===== src/rtl/gpio_ctrl_pkg.sv =====
package gpio_ctrl_pkg;

  localparam int REG_COUNT = 10;

  // word index within a bank window; the order is the bus address map
  typedef enum logic [3:0] {
    RI_DIR  = 4'd0,
    RI_OUT  = 4'd1,
    RI_OSET = 4'd2,
    RI_OCLR = 4'd3,
    RI_IN   = 4'd4,
    RI_RSET = 4'd5,
    RI_RCLR = 4'd6,
    RI_FSET = 4'd7,
    RI_FCLR = 4'd8,
    RI_STAT = 4'd9
  } reg_idx_e;

endpackage


===== src/rtl/gpio_pin_sync.sv =====
module gpio_pin_sync #(
  parameter int N = 32
) (
  input  logic         clk,
  input  logic         rst,
  input  logic [N-1:0] din,
  output logic [N-1:0] lvl,
  output logic [N-1:0] rise,
  output logic [N-1:0] fall
);

  logic [N-1:0] meta_q, sync_q, prev_q;

  always_ff @(posedge clk) begin
    if (rst) begin
      meta_q <= '0;
      sync_q <= '0;
      prev_q <= '0;
    end else begin
      meta_q <= din;
      sync_q <= meta_q;
      prev_q <= sync_q;
    end
  end

  assign lvl  = sync_q;
  assign rise = sync_q & ~prev_q;
  assign fall = ~sync_q & prev_q;

endmodule


===== src/rtl/gpio_bank.sv =====
module gpio_bank
  import gpio_ctrl_pkg::*;
#(
  parameter int NBITS = 32,
  parameter int DW    = 32
) (
  input  logic             clk,
  input  logic             rst,
  input  logic             wr_en,
  input  reg_idx_e         idx,
  input  logic [NBITS-1:0] wdata,
  input  logic [NBITS-1:0] lvl,
  input  logic [NBITS-1:0] rise,
  input  logic [NBITS-1:0] fall,
  output logic [DW-1:0]    rdata,
  output logic [NBITS-1:0] out_q,
  output logic [NBITS-1:0] oe,
  output logic             irq
);

  logic [NBITS-1:0] dir_q, ren_q, fen_q, stat_q;
  logic [NBITS-1:0] evt, clr, stat_n;

  assign evt    = (rise & ren_q) | (fall & fen_q);
  assign clr    = (wr_en && idx == RI_STAT) ? wdata : '0;
  // a new event in the same cycle as a clear keeps the bit set
  assign stat_n = (stat_q & ~clr) | evt;

  always_ff @(posedge clk) begin
    if (rst) begin
      dir_q  <= '1;
      out_q  <= '0;
      ren_q  <= '0;
      fen_q  <= '0;
      stat_q <= '0;
      irq    <= 1'b0;
    end else begin
      if (wr_en) begin
        case (idx)
          RI_DIR:  dir_q <= wdata;
          RI_OUT:  out_q <= wdata;
          RI_OSET: out_q <= out_q | wdata;
          RI_OCLR: out_q <= out_q & ~wdata;
          RI_RSET: ren_q <= ren_q | wdata;
          RI_RCLR: ren_q <= ren_q & ~wdata;
          RI_FSET: fen_q <= fen_q | wdata;
          RI_FCLR: fen_q <= fen_q & ~wdata;
          default: ;
        endcase
      end
      stat_q <= stat_n;
      irq    <= |stat_n;
    end
  end

  assign oe = ~dir_q;

  always_comb begin
    case (idx)
      RI_DIR:                   rdata = DW'(dir_q);
      RI_OUT, RI_OSET, RI_OCLR: rdata = DW'(out_q);
      RI_IN:                    rdata = DW'(lvl);
      RI_RSET, RI_RCLR:         rdata = DW'(ren_q);
      RI_FSET, RI_FCLR:         rdata = DW'(fen_q);
      RI_STAT:                  rdata = DW'(stat_q);
      default:                  rdata = '0;
    endcase
  end

endmodule


===== src/rtl/gpio_bank_ctrl.sv =====
module gpio_bank_ctrl
  import gpio_ctrl_pkg::*;
#(
  parameter int NUM_PINS   = 71,
  parameter int BANK_W     = 32,
  parameter int ADDR_W     = 8,
  parameter int WIN_BASE   = 16,
  parameter int WIN_STRIDE = 40,
  localparam int NUM_BANKS = (NUM_PINS + BANK_W - 1) / BANK_W
) (
  input  logic                 clk,
  input  logic                 rst,
  input  logic                 bus_wr,
  input  logic                 bus_rd,
  input  logic [ADDR_W-1:0]    bus_addr,
  input  logic [BANK_W-1:0]    bus_wdata,
  output logic [BANK_W-1:0]    bus_rdata,
  input  logic [NUM_PINS-1:0]  pin_in,
  output logic [NUM_PINS-1:0]  pin_out,
  output logic [NUM_PINS-1:0]  pin_oe,
  output logic [NUM_BANKS-1:0] bank_irq
);

  localparam int BYTES  = BANK_W / 8;
  localparam int IDX_SH = $clog2(BYTES);
  localparam int WIN_SZ = REG_COUNT * BYTES;

  logic [NUM_PINS-1:0] lvl, rise, fall;
  logic [NUM_BANKS-1:0] hit;
  logic [NUM_BANKS-1:0][BANK_W-1:0] bank_rd;
  logic [BANK_W-1:0] rd_n;

  gpio_pin_sync #(.N(NUM_PINS)) u_sync (
    .clk  (clk),
    .rst  (rst),
    .din  (pin_in),
    .lvl  (lvl),
    .rise (rise),
    .fall (fall)
  );

  for (genvar b = 0; b < NUM_BANKS; b++) begin : g_bank
    localparam int BASE = WIN_BASE + b * WIN_STRIDE;
    localparam int LEFT = NUM_PINS - b * BANK_W;
    localparam int NB   = (LEFT < BANK_W) ? LEFT : BANK_W;

    logic [ADDR_W-1:0] rel;
    reg_idx_e          idx;

    assign rel    = bus_addr - ADDR_W'(BASE);
    assign hit[b] = (bus_addr >= ADDR_W'(BASE)) && (rel < ADDR_W'(WIN_SZ)) &&
                    ((rel & ADDR_W'(BYTES - 1)) == '0);
    assign idx    = reg_idx_e'(rel[IDX_SH +: 4]);

    gpio_bank #(.NBITS(NB), .DW(BANK_W)) u_bank (
      .clk   (clk),
      .rst   (rst),
      .wr_en (bus_wr & hit[b]),
      .idx   (idx),
      .wdata (bus_wdata[NB-1:0]),
      .lvl   (lvl[b*BANK_W +: NB]),
      .rise  (rise[b*BANK_W +: NB]),
      .fall  (fall[b*BANK_W +: NB]),
      .rdata (bank_rd[b]),
      .out_q (pin_out[b*BANK_W +: NB]),
      .oe    (pin_oe[b*BANK_W +: NB]),
      .irq   (bank_irq[b])
    );
  end

  always_comb begin
    rd_n = '0;
    for (int b = 0; b < NUM_BANKS; b++) begin
      if (hit[b]) rd_n = rd_n | bank_rd[b];
    end
  end

  always_ff @(posedge clk) begin
    if (rst) bus_rdata <= '0;
    else if (bus_rd) bus_rdata <= rd_n;
  end

endmodule


===== config.mk =====
export PLATFORM = sky130hd
export DESIGN_NAME = gpio_bank_ctrl
export DESIGN_NICKNAME = d
export VERILOG_FILES = /design/src/rtl/gpio_ctrl_pkg.sv /design/src/rtl/gpio_pin_sync.sv /design/src/rtl/gpio_bank.sv /design/src/rtl/gpio_bank_ctrl.sv
export SDC_FILE = /design/constraint.sdc
export NUM_CORES = 1
export LEC_CHECK = 0
export BUFFER_PORTS_ARGS = -buffer_cell sky130_fd_sc_hd__buf_2
export CORE_MARGIN = 2
export CORE_UTILIZATION = 58
export DETAILED_ROUTE_END_ITERATION = 8
export PLACE_DENSITY = 0.79
export SYNTH_ARGS = -nofsm -noshare
export SYNTH_HDL_FRONTEND = slang
export SYNTH_SLANG_ARGS = --single-unit

===== constraint.sdc =====
create_clock -name clk -period 4.8 [get_ports clk]
set_input_delay 0.24 -clock clk [delete_from_list [all_inputs] [get_ports clk]]
set_output_delay 0.24 -clock clk [all_outputs]
set_load 0.02 [all_outputs]

==> results of run 1 <==
## area by class of cell
class / instances / area (um2)
repair buffers: 427 / 2770
flip-flops and latches: 603 / 12100
clock inverters: 21 / 200
fillers: 3363 / 13300
multi-input cells: 2026 / 11700
diodes: 1 / 2.50
inverters: 110 / 413
clock buffers: 83 / 1730
well taps: 585 / 732
## cells in the mapped netlist, types with 2 or more instances
| cell | count | area [um2] |
|---|---|---|
| a211o_1 | 72 | 631 |
| a211oi_1 | 97 | 728 |
| a21o_1 | 3 | 22.5 |
| a21oi_1 | 318 | 1590 |
| a221oi_1 | 7 | 61.3 |
| a222oi_1 | 36 | 360 |
| a22oi_1 | 71 | 533 |
| a311oi_1 | 39 | 342 |
| a31oi_1 | 79 | 494 |
| a41oi_1 | 3 | 26.3 |
| and2_1 | 3 | 18.8 |
| and3_1 | 21 | 131 |
| and4_1 | 3 | 26.3 |
| buf_1 | 8 | 30.0 |
| buf_2 | 14 | 70.1 |
| buf_4 | 4 | 30.0 |
| clkbuf_1 | 239 | 897 |
| dfxtp_1 | 603 | 12100 |
| ha_1 | 6 | 75.1 |
| inv_1 | 110 | 413 |
| mux2i_1 | 39 | 390 |
| nand2_1 | 333 | 1250 |
| nand2b_1 | 5 | 31.3 |
| nand3_1 | 38 | 190 |
| nand3b_1 | 66 | 495 |
| nand4_1 | 14 | 87.6 |
| nand4b_1 | 2 | 17.5 |
| nor2_1 | 290 | 1090 |
| nor2b_1 | 220 | 1380 |
| nor3_1 | 8 | 40.0 |
| nor4_1 | 5 | 31.3 |
| o211a_1 | 2 | 20.0 |
| o211ai_1 | 17 | 128 |
| o21a_1 | 4 | 30.0 |
| o21ai_0 | 164 | 821 |
| o21ba_2 | 2 | 20.0 |
| o31a_1 | 6 | 52.6 |
| o31ai_1 | 14 | 105 |
| o32ai_1 | 12 | 105 |
| or2_2 | 2 | 12.5 |
| or4_1 | 10 | 75.1 |
| xnor2_1 | 2 | 17.5 |
## layer usage
| layer | wire length (um) | part of all wire |
|---|---|---|
| met2 | 38900 | 0.45 |
| met5 | 0 | 0 |
| met1 | 32600 | 0.38 |
| met4 | 5040 | 0.058 |
| met3 | 10000 | 0.12 |
## metrics by stage
| stage | area, um2 | setup WS (ps) |
|---|---|---|
| global route | 29600 | 1000 |
| CTS | 29600 | 1300 |
| finish | 29600 | 1020 |
| detailed placement | 26900 | 617 |
| floorplan | 25100 | 1670 |
| global placement | 26900 | 735 |
## worst min-delay path, delay by kind of cell
| kind | cells | cell delay, ps |
|---|---|---|
| AO/OA/AOI/OAI | 1 | 60 |
| AND/OR/NAND/NOR | 1 | 100 |
| buffers and inverters | 1 | 210 |
## logic make-up after synthesis
| logic type | Yosys count | share of synthesized area |
|---|---|---|
| fa+ha+maj | 6 | 0.00299 |
| xor+xnor | 4 | 0.00215 |
| compound gates | 950 | 0.243 |
| flops | 603 | 0.481 |
| mux | 39 | 0.0156 |
| buf+inv | 375 | 0.0574 |
| simple gates | 1027 | 0.197 |
## power by group
group	switching, mW	internal [mW]
Sequential	0.0641	5.10
Combinational	0.529	0.225
Clock	2.00	2.66
Total	2.59	7.98
## worst max-delay path by stage
| stage | end | slack, ps | cells after the start | startpoint |
|---|---|---|---|---|
| floorplan | flip-flop | 1670 | 13 | bus_addr[4] |
| global placement | g_bank[0].u_bank.irq | 730 | 10 | bus_addr[5] |
| detailed placement | g_bank[0].u_bank.irq | 620 | 10 | bus_addr[5] |
| CTS | g_bank[0].u_bank.irq | 1300 | 10 | bus_addr[5] |
| global route | g_bank[0].u_bank.irq | 1000 | 10 | bus_addr[5] |
| finish | g_bank[0].u_bank.irq | 1020 | 10 | bus_addr[5] |
## repair_timing
action,4_1_cts,5_1_grt
gates resized for setup,0,0
hold buffers,79,0
endpoints found under the hold margin,79,0
==> flow_metrics.tcl, run 1 <==
set metrics [dict create \
    hold_path_end "g_bank[1].u_bank.out_q[27]" \
    hpwl_mm 54.0 \
    yosysSeqAreaShare 0.481 \
    drt_pass1_iterations 9 \
    period_minus_slack_ps 3780 \
    netlist_area_um2 25100 \
    rr_endpoint "g_bank[0].u_bank.irq" \
    grtUsageMet2 0.587 \
    ys_types 55 \
    grt_busiest_layer "met2" \
    syn2layout_area_growth_pct 18.1 \
    holdWs_ps 16.4 \
    cts_made_buffers 60 \
    status "complete, but fails checks" \
    tightest_slew_ps 1170 \
    maxCapViolCount 0 \
    routed_wl_mm 86.6 \
    use_met3 0.0844 \
    setup_viol 0 \
    vias 24600 \
    path_cells "buf_2 -> inv_1 -> ha_1 -> a21boi_0 -> xnor2_2 -> nand3_1 -> a21oi_1 -> nand4_1 -> nor4_1 -> a41oi_1" \
    synth-async-reset-ratio 0 \
    final_cell_mix "603 x dfxtp_1, 333 x nand2_1, 317 x a21oi_1, 290 x buf_2, 286 x nor2_1" \
    die_x_um 212 \
    die_h_um 212 \
    grt_pass1_vias 23500 \
    synth-seq-cells 603 \
    ant_nets 0 \
    p_per_area_nw_per_um2 357 \
    num_rows 76 \
    finalWeightedCongestion 0.934 \
    utilization 0.691 \
    cts.clk_slew.worst_paths_ps 60 \
    worstPathRequired_ps 5260 \
    fin_setup_tns_ps 0 \
    cts-root-buf "clkbuf_16" \
    grt_pass1_wl_mm 130 \
    syn_nets 3125 \
    max-vdd-ir-drop_mv 0.263 \
    io_buffers 291 \
    slowest_stage "xnor2_2" \
    fin_nets 3349 \
    initialDrtViolationCount 3416 \
    worst_slew_margin_rel 0.216 \
    start_util 0.585 \
    timing.final.crit_share 0.788 \
    synth_edf_count 0 \
    yosys_warnings 0 \
    worst-setup-path-type "in2reg" \
    fmax_ghz 0.264 \
    r2r-start "u_sync.prev_q[14]" \
    leakagePower_nw 11.7 \
    grt_max_degree 147 \
    power.total_mw 10.6 \
    maxSlewViolCount 0 \
    r2r_slack_ps 2480 \
    antenna_found_initial 1 \
    post_drt_wl_per_cell_um 22.5 \
    track_usage 0.373 \
    cp_top_family "simple AND/OR/NAND/NOR gates" \
    die_area_um2 44900 \
    max_stage_delay_ps 940 \
    drive_gt1_frac 0.144 \
    stdcell_count 3856 \
    hold_viol_final 0 \
    worstPathMaxFanout 19 \
    vias_per_cell 6.37 \
    hp-class "in2reg" \
    clk_latency_ps 640 \
    core_um2 42900 \
    dpl.cell_count 3672 \
    worstHoldStart "bus_wdata[27]" \
    cts_tree "yes" \
    rsz0062_at_grt "false" \
    grt_overflow 0 \
    min_path_cells 3 \
    cts.path.max_buffers 3 \
    ys.flop_type "dfxtp_1" \
    cp-start-kind "primary input" \
    crit_path_end_kind "flip-flop" \
    r2r_cells 6 \
    cts.sinks 603 \
    cts_max_level 2 \
    grtUsageMet1 0.465 \
    crit_buf_inv 2 \
    arrival_ps 4250 \
    ios 292 \
    synth_area_per_cell_um2 8.35 \
    postCtsSetupBuffers 0 \
    violations "design-rule violations" \
    drcViolationCount 6 \
    final_common_cell "dfxtp_1" \
    fin_skew_ps 18.7 \
    synth_cells 3004 \
]
Note: power is estimated with default switching activity, not from simulation.
==> run 2: changes to the inputs <==
--- a/config.mk
+++ b/config.mk
@@ -5,6 +5,7 @@
 export SDC_FILE = /design/constraint.sdc
 export NUM_CORES = 1
 export LEC_CHECK = 0
+export ABC_AREA = 1
 export BUFFER_PORTS_ARGS = -buffer_cell sky130_fd_sc_hd__buf_2
 export CORE_MARGIN = 2
 export CORE_UTILIZATION = 58
==> constraint.sdc (replaced) <==
create_clock -name clk -period 4 [get_ports clk]
set_input_delay 0.2 -clock clk [delete_from_list [all_inputs] [get_ports clk]]
set_output_delay 0.2 -clock clk [all_outputs]
set_load 0.02 [all_outputs]
==> flow_metrics.tcl, run 2 <==
set metrics [dict create \
    yosys_warnings 0 \
    worstPathMaxFanout 43 \
    synth-seq-cells 603 \
    finalWeightedCongestion 0.977 \
    p_clk_frac 0.454 \
    cp-start-kind "primary input" \
    yosysMostFrequentCell "dfxtp_1" \
    worstHoldStart "bus_wdata[1]" \
    maxSlewViolCount 0 \
    synth_cells 3466 \
    max_stage_delay_ps 480 \
    slowest_stage "o21ai_2" \
    cts_resized 0 \
    arrival_ps 3070 \
    timing.final.crit_share 0.635 \
    cts_tree "yes" \
    maxCapViolCount 0 \
    violations "design-rule violations" \
    grt_pass1_vias 22900 \
    clk_latency_ps 640 \
    share_seq_of_total_power 0.481 \
    core_um2 42800 \
    die_x_um 212 \
    cts.sinks 603 \
    grt_max_degree 148 \
    drcViolationCount 7 \
    final_cell_mix "603 x dfxtp_1, 506 x nor2_1, 486 x inv_1, 433 x nand2_1, 362 x o21ai_0" \
    ant_nets 0 \
    hpwl_mm 56.0 \
    fin_nets 3889 \
    hp-class "in2reg" \
    drive_gt1_frac 0.122 \
    yosysSeqAreaShare 0.483 \
    period_minus_slack_ps 2540 \
    r2r-start "g_bank[0].u_bank.dir_q[3]" \
    worst-setup-path-type "in2reg" \
    max-vdd-ir-drop_mv 0.371 \
    stdcell_count 4362 \
    crit_path_end_kind "flip-flop" \
    ios 292 \
    rsz0062_at_grt "false" \
    status "complete, but fails checks" \
    switching_share 0.242 \
    synth_area_per_cell_um2 7.21 \
    netlist_area_um2 25000 \
    combPwrFrac 0.065 \
    cts_made_buffers 60 \
    syn_nets 3587 \
    p_int_mw 9.72 \
    cts.clk_slew.worst_paths_ps 60 \
    cts.path.max_buffers 3 \
    start_util 0.584 \
    track_usage 0.370 \
    hold_viol_final 0 \
    ys_top_cells_by_area "dfxtp_1 48%, nor2_1 7.7%, inv_1 7.3%, o21ai_0 7.2%, a21oi_1 7.0%" \
    ys_types 36 \
    cp-startpoint "bus_addr[3]" \
    dpl-instance-area_um2 26800 \
    cts-root-buf "clkbuf_16" \
    tightest_slew_ps 1060 \
    fin_setup_tns_ps 0 \
    layout_setup_ws_ps 1460 \
    synth_edf_count 0 \
    drt_pass1_iterations 9 \
    antenna_found_initial 1 \
    synth-async-reset-ratio 0 \
    fin_skew_ps 19.8 \
    vias_per_cell 5.87 \
    fmax_ghz 0.394 \
    grt_pass1_wl_mm 129 \
    synth_commonest_cells "603 x dfxtp_1, 513 x nor2_1, 487 x inv_1, 434 x nand2_1, 362 x o21ai_0" \
    io_buffers 291 \
    grt_overflow 0 \
    initialDrtViolationCount 3535 \
    finalInstanceArea_um2 29900 \
    path_cells "buf_2 -> inv_2 -> ha_1 -> nand2_1 -> o21ai_2 -> buf_4 -> inv_2 -> nor2_4 -> buf_12 -> nand2_1 -> o21ai_0 -> a21oi_1" \
    p_per_area_nw_per_um2 428 \
    num_rows 76 \
    die_area_um2 44800 \
    cts_max_level 2 \
    power.total_mw 12.8 \
    synth_top_cell_by_area "dfxtp_1" \
    leakagePower_nw 13.5 \
    dp_slack_ps 929 \
    die_h_um 212 \
    worstPathRequired_ps 4530 \
    switchingPower_mw 3.10 \
    worst_slew_margin_rel 0.295 \
    vias 25600 \
    setup_viol 0 \
    dpl.cell_count 4138 \
    post_drt_wl_per_cell_um 19.6 \
    holdWs_ps 30.3 \
    ys.flop_type "dfxtp_1" \
    routed_wl_mm 85.7 \
    final_common_cell "dfxtp_1" \
    utilization 0.700 \
    syn2layout_area_growth_pct 19.7 \
    yosysTopAreaCellShare 0.483 \
]
==> run 2: cell count changes after synthesis, sizes merged, moves of 66 or more <==
cell | previous run | this run
inv | 110 | 494
nand2 | 333 | 436
nor2 | 290 | 521
o22ai | 0 | 89
a211oi | 97 | 0
nor2b | 220 | 0
nand3b | 66 | 0
o21ai | 165 | 398
a211o | 72 | 0
==> run 2: final timing paths <==
kind,cells past startpoint,slack (ps),to
max,12,1460,flip-flop
max reg2reg,6,2360,bus_rdata[3]
min,3,30,flip-flop
min reg2reg,2,390,u_sync.lvl[23]
==> run 2: power by group through the flow <==
stage | sequential, mW | combinational (mW) | clock (mW)
after floorplan | 6.30 | 0.401 | 0
after global placement | 6.30 | 0.707 | 0
after detailed placement | 6.30 | 0.712 | 0
after CTS | 6.17 | 0.801 | 5.81
after global routing | 6.18 | 0.890 | 6.05
final | 6.17 | 0.835 | 5.82
==> run 2: kinds of logic after synthesis <==
family                     share of synthesized area
AOI/OAI and AO/OA                              0.226
adders and majority gates                    0.00300
xor gates and xnor gates                    0.000350
DFF                                            0.483
and+or+nand+nor                                0.180
buffers and inverters                          0.108
==> run 2: routing by layer <==
layer,track usage,up-vias,routed length (um)
met1,0.508,11600,34000
met2,0.559,1704,36900
met3,0.0653,302,10000
met4,0.195,0,4820
met5,0,-,0
li1,-,12000,-
==> run 2: layout make-up <==
type | count | area, um2
repair buffers | 449 | 3000
diodes | 1 | 2.50
clock buffers | 80 | 1700
well taps | 546 | 683
clock inverters | 29 | 315
multi-input cells | 2157 | 10300
inverters | 497 | 1870
flip-flops and latches | 603 | 12100
fillers | 3503 | 12900
==> run 2: repair_timing <==
item                      CTS  global route
hold buffers              114             0
buffers inserted            0             0
hold endpoints to repair  195             0
==> run 2: critical path, delay by kind of cell <==
| kind | cells | cell delay, ps |
|---|---|---|
| adders and majority gates | 1 | 390 |
| and+or+nand+nor | 3 | 620 |
| AOI/OAI and AO/OA | 3 | 720 |
| buffers and inverters | 5 | 1100 |
